$ cat src/rtl/snd_status_pkg.sv
package snd_status_pkg;
  localparam int STAT_W = 8;
  localparam int CHAN_N = 4;

  typedef struct packed {
    logic mode;     // 1 = five-step sequencer, no frame interrupt
    logic inhibit;  // 1 = frame interrupt suppressed
  } snd_ctrl_t;

  // Assemble the status byte from its fields.
  function automatic logic [STAT_W-1:0] pack_status(
    input logic              smp_irq,
    input logic              frm_irq,
    input logic              bytes_left,
    input logic [CHAN_N-1:0] active
  );
    return {smp_irq, frm_irq, 1'b0, bytes_left, active};
  endfunction

  // Whether a tick may raise the frame flag under a given control setting.
  function automatic logic tick_allowed(input snd_ctrl_t c);
    return !c.mode && !c.inhibit;
  endfunction
endpackage

$ cat src/rtl/snd_ctrl_reg.sv
module snd_ctrl_reg
  import snd_status_pkg::*;
(
  input  logic      clk,
  input  logic      rst_n,
  input  logic      wr,
  input  logic [1:0] wbits,   // {mode, inhibit}
  output snd_ctrl_t q
);
  always_ff @(posedge clk) begin
    if (!rst_n)  q <= '0;
    else if (wr) q <= snd_ctrl_t'(wbits);
  end


  ctrl_hold_chk: assert property (@(posedge clk) disable iff (!rst_n)
    !wr |=> $stable(q));
endmodule

$ cat src/rtl/snd_frame_flag.sv
module snd_frame_flag
  import snd_status_pkg::*;
(
  input  logic      clk,
  input  logic      rst_n,
  input  snd_ctrl_t ctrl,
  input  logic      ctrl_wr_inh,
  input  logic      tick,
  input  logic      status_rd,
  output logic      set_evt,
  output logic      flag
);
  assign set_evt = tick && tick_allowed(ctrl);

  always_ff @(posedge clk) begin
    if (!rst_n)            flag <= 1'b0;
    else if (ctrl_wr_inh)  flag <= 1'b0;
    else if (ctrl.inhibit) flag <= 1'b0;
    else if (set_evt)      flag <= 1'b1;
    else if (status_rd)    flag <= 1'b0;
  end


  inh_clear_chk: assert property (@(posedge clk) disable iff (!rst_n)
    ctrl_wr_inh |=> !flag);

  rise_cause_chk: assert property (@(posedge clk) disable iff (!rst_n)
    $rose(flag) |-> $past(set_evt));

  set_wins_chk: assert property (@(posedge clk) disable iff (!rst_n)
    (set_evt && !ctrl_wr_inh) |=> flag);

  read_ack_chk: assert property (@(posedge clk) disable iff (!rst_n)
    (status_rd && !set_evt) |=> !flag);
endmodule

$ cat src/rtl/snd_sample_flag.sv
module snd_sample_flag (
  input  logic clk,
  input  logic rst_n,
  input  logic set_pulse,
  input  logic status_wr,
  output logic flag
);
  always_ff @(posedge clk) begin
    if (!rst_n)         flag <= 1'b0;
    else if (set_pulse) flag <= 1'b1;
    else if (status_wr) flag <= 1'b0;
  end


  smp_set_chk: assert property (@(posedge clk) disable iff (!rst_n)
    set_pulse |=> flag);

  smp_keep_chk: assert property (@(posedge clk) disable iff (!rst_n)
    (!set_pulse && !status_wr) |=> (flag == $past(flag)));
endmodule

$ cat src/rtl/snd_status_irq.sv
module snd_status_irq
  import snd_status_pkg::*;
#(
  parameter int                ADDR_W      = 2,
  parameter logic [ADDR_W-1:0] STATUS_ADDR = 1,
  parameter logic [ADDR_W-1:0] CTRL_ADDR   = 3
) (
  input  logic                clk,
  input  logic                rst_n,
  input  logic [ADDR_W-1:0]   addr,
  input  logic                wr_en,
  input  logic                rd_en,
  input  logic [STAT_W-1:0]   wr_data,
  output logic [STAT_W-1:0]   rd_data,
  input  logic                frame_tick,
  input  logic                sample_irq_set,
  input  logic [CHAN_N-1:0]   chan_active,
  input  logic                sample_bytes_left,
  output logic                irq_n
);
  logic      status_rd, status_wr, ctrl_wr, ctrl_wr_inh;
  logic      frame_set_evt, frame_flag, sample_flag;
  logic      unused_wbits;
  snd_ctrl_t ctrl_q;

  assign status_rd    = rd_en && (addr == STATUS_ADDR);
  assign status_wr    = wr_en && (addr == STATUS_ADDR);
  assign ctrl_wr      = wr_en && (addr == CTRL_ADDR);
  assign ctrl_wr_inh  = ctrl_wr && wr_data[6];
  assign unused_wbits = ^wr_data[5:0];

  snd_ctrl_reg u_ctrl (
    .clk   (clk),
    .rst_n (rst_n),
    .wr    (ctrl_wr),
    .wbits (wr_data[7:6]),
    .q     (ctrl_q)
  );

  snd_frame_flag u_frame (
    .clk         (clk),
    .rst_n       (rst_n),
    .ctrl        (ctrl_q),
    .ctrl_wr_inh (ctrl_wr_inh),
    .tick        (frame_tick),
    .status_rd   (status_rd),
    .set_evt     (frame_set_evt),
    .flag        (frame_flag)
  );

  snd_sample_flag u_sample (
    .clk       (clk),
    .rst_n     (rst_n),
    .set_pulse (sample_irq_set),
    .status_wr (status_wr),
    .flag      (sample_flag)
  );

  assign rd_data = status_rd
                 ? pack_status(sample_flag, frame_flag, sample_bytes_left, chan_active)
                 : '0;
  assign irq_n   = !(frame_flag || sample_flag);


  irq_fall_cause_chk: assert property (@(posedge clk) disable iff (!rst_n)
    $fell(irq_n) |-> $past(frame_set_evt || sample_irq_set));

  status_ctrl_keep_chk: assert property (@(posedge clk) disable iff (!rst_n)
    ((status_rd || status_wr) && !ctrl_wr) |=> $stable(ctrl_q));
endmodule

$ cat config.mk
export PLATFORM = sky130hd
export DESIGN_NAME = snd_status_irq
export DESIGN_NICKNAME = d
export VERILOG_FILES = /design/src/rtl/snd_status_pkg.sv /design/src/rtl/snd_ctrl_reg.sv /design/src/rtl/snd_frame_flag.sv /design/src/rtl/snd_sample_flag.sv /design/src/rtl/snd_status_irq.sv
export SDC_FILE = /design/constraint.sdc
export NUM_CORES = 1
export LEC_CHECK = 0
export BUFFER_PORTS_ARGS = -buffer_cell sky130_fd_sc_hd__buf_2
export CAP_MARGIN = 10
export CORE_AREA = 2 2 39 41
export DETAILED_ROUTE_END_ITERATION = 16
export DIE_AREA = 0 0 41 43
export PLACE_DENSITY = 0.6
export SLEW_MARGIN = 20
export SYNTH_ARGS = -nofsm -noshare
export SYNTH_HDL_FRONTEND = slang
export SYNTH_SLANG_ARGS = --single-unit
$ cat constraint.sdc
create_clock -name clk -period 1.3 [get_ports clk]
set_input_delay 0.13 -clock clk [delete_from_list [all_inputs] [get_ports clk]]
set_output_delay 0.13 -clock clk [all_outputs]
set_load 0.03 [all_outputs]
==> results.py <==
metrics = {
    "logic_synthesis": {
        "synth_seq_area_share_pct": 32.3,
        "avgSynthCellArea_um2": 8.26,
        "synth_edf_count": 0,
        "synth.ff_latch_count": 4,
        "ys_types": 17,
        "async_reset_ff_share_pct": 0,
        "synth_area_um2": 248,
        "netlist_top_cells_area": "dfxtp_1 32%, and2_2 18%, o22ai_2 5.1%",
        "synth_ff_type": "dfxtp_1",
        "synthCells": 30,
        "synth_largest_area_cell": "dfxtp_1",
        "synth.net_count": 51,
        "synth.most_common_cell": "and2_2",
        "yosysWarningCount": 0,
        "synth_common_cells": "6 x and2_2, 4 x dfxtp_1",
        "yosysTopAreaCellShare_pct": 32.3,
    },
    "worst_hold_path": {
        "timing.hold.worst_endpoint": "u_sample.flag$_SDFFE_PN0P_",
        "hold_path_startpoint": "wr_en",
        "hold_path_class": "in2reg",
        "min_delay_path_depth": 2,
    },
    "clock_network": {
        "cts_setup_buffers": 0,
        "clock_tree.root_cell": "clkbuf_4",
        "tritoncts.num_buffers": 3,
        "cts_htree_levels": 1,
        "hold_buffers": 0,
        "clk_transition_reported_paths_ns": 0.04,
        "total_clock_sinks": 4,
        "cts.path.max_buffers": 2,
        "clk-insertion-delay-late_ns": 0.23,
        "cts_resized": 0,
        "cts_tree": "done",
    },
    "route": {
        "detail_route.wirelength_um": 569,
        "post_drt_via_cell_ratio": 4.12,
        "remaining_routing_drc_violations": 0,
        "wl_per_cell_um": 8.25,
        "drt-pass1-iter-count": 4,
        "route.vias.total": 284,
        "drtAntennaViolNets": 0,
        "drt_iter0_markers": 2,
    },
    "die": {
        "die_w_um": 41,
        "fp.dieH_um": 43,
        "effective_utilization_at_floorplan_pct": 17.9,
        "core-area_um2": 1380,
        "num_io_pins": 30,
        "floorplan.die_area_um2": 1760,
        "core.rowCount": 14,
    },
    "grt": {
        "globalRouteTotalUtil_pct": 7.13,
        "number_of_antenna_violations_at_the_first_check_in_global_routing": 0,
        "first_global_vias": 219,
        "grt_pass1_wl_um": 800,
        "grt_max_degree": 9,
        "global_route.overflow_total": 0,
    },
    "power_and_ir_drop": {
        "power_per_cell_area_nw_per_um2": 957,
        "vdd_ir_drop_max_mv": 0.399,
        "static-leakage-power_nw": 0.213,
    },
    "finish": {
        "signed_area_change_from_the_synthesized_netlist_to_the_final_layout_pct": 54.0,
        "final_layout_size_suffix_gt1_share_pct": 60.4,
        "post-route-cell-area_um2": 382,
        "layout.nets": 76,
        "antenna_diode_count": 0,
        "final_cell_count_no_fill": 69,
        "layout_fillers": 165,
        "post-route-util_pct": 27.6,
    },
    "sta": {
        "max_freq_mhz": 929,
        "finalMaxSlewViolations": 0,
        "hold_violations": 0,
        "finalSetupViolCount": 0,
        "timing.final.crit_share_pct": 82.8,
        "total_negative_slack_ns": 0,
        "final.setup_skew_ns": 0.000888,
        "min_period_ns": 1.08,
        "grt_setup_unrepaired": "no",
    },
    "critical_path": {
        "timing.critical_path.from_type": "input port",
        "worst_reg2reg_startpoint": "u_ctrl.q[1]$_SDFFE_PN0P_",
        "worst-endpoint-arrival_ns": 0.95,
        "worstPathRequired_ns": 1.17,
        "worstSetupEndpointType": "output port",
        "reg2regPathDepth": 2,
        "r2r-end": "u_frame.flag$_SDFFE_PP0P_",
        "worst-r2r-setup-slack_ns": 0.57,
        "timing.critical_path.fanout_max": 8,
        "setup.worst_path.class": "in2out",
    },
    "run": {
        "drv_cap": 0,
    },
    "placement": {
        "dp_hpwl_um": 467,
        "post-place-cells": 66,
        "placedInstanceArea_um2": 359,
        "port_buffers": 22,
        "globalplace.congestion": 0.595,
    },
    "run_status": {
        "status": "completed",
    },
}
-- per-layer routing --
layer / share of wire, % / wire length, µm / global-route usage, % / vias to the layer above
met5: 0 / 0 / 0 / -
met4: 0 / 0 / 6.00 / 0
met3: 15 / 83 / 4.71 / 0
met2: 39 / 221 / 9.69 / 21
met1: 47 / 265 / 7.07 / 118
li1: - / - / - / 145
-- report_power, final --
group | switching [W] | internal [W]
clock network | 0.0000485 | 0.000103
logic | 0.0000440 | 0.0000342
registers | 0.00000462 | 0.000131
total | 0.0000970 | 0.000268
-- worst max-delay path: stages --
cell and delay, ns:
buf_2 0.12, and3b_1 0.34, and2_2 0.18, buf_2 0.18
-- metrics by stage --
stage | power [W] | hold slack, ns | setup WS (ns)
final | 0.000365 | 0.118 | 0.224
after global routing | 0.000387 | 0.113 | 0.138
after CTS | 0.000374 | 0.110 | 0.204
after detailed placement | 0.000216 | 0.358 | 0.198
after global placement | 0.000215 | 0.353 | 0.211
after floorplan | 0.000186 | 0.230 | 0.440
-- sequential cells by signal, indices dropped and copies added (netlist names) --
name / flops
u_ctrl.q: 2
u_frame.flag: 1
u_sample.flag: 1
-- cell families after synthesis --
logic type,count (synthesis),share of synthesized area [%]
other cells,1,1.51
compound gates,5,14.6
simple gates,16,40.9
buf+inv,4,10.6
flops,4,32.3
-- cell usage in the layout (no fill, tap or decap) --
| cell | count |
|---|---|
| buf_2 | 22 |
| and2_2 | 6 |
| dfxtp_1 | 4 |
| clkbuf_4 | 3 |
| nor2_1 | 2 |
| nand3_1 | 2 |
| nand2_1 | 2 |
| o21ai_0 | 2 |
| inv_1 | 2 |
| and3b_1 | 1 |
| and2_1 | 1 |
| nand4_1 | 1 |
| a21boi_0 | 1 |
| o22ai_2 | 1 |
| and4b_1 | 1 |
| a31oi_1 | 1 |
| conb_1 | 1 |
-- worst max-delay path by stage --
stage / cells past startpoint / endpoint / slack, ns / from
detailed placement: 4 / rd_data[3] / 0.20 / addr[1]
floorplan: 3 / rd_data[1] / 0.44 / addr[1]
global placement: 4 / rd_data[3] / 0.21 / addr[1]
global route: 4 / rd_data[2] / 0.14 / addr[1]
CTS: 4 / rd_data[3] / 0.20 / addr[1]
finish: 4 / rd_data[3] / 0.22 / addr[1]
-- final cells by class --
class	instances	area (µm²)	share of cell area (%)
multi-input combinational	22	141	37.0
timing repair buffer	22	110	28.9
sequential	4	80.1	21.0
clock buffer	3	22.5	5.90
tap	16	20.0	5.25
inverter	2	7.51	1.97
Power figures use the tool's default switching activity.
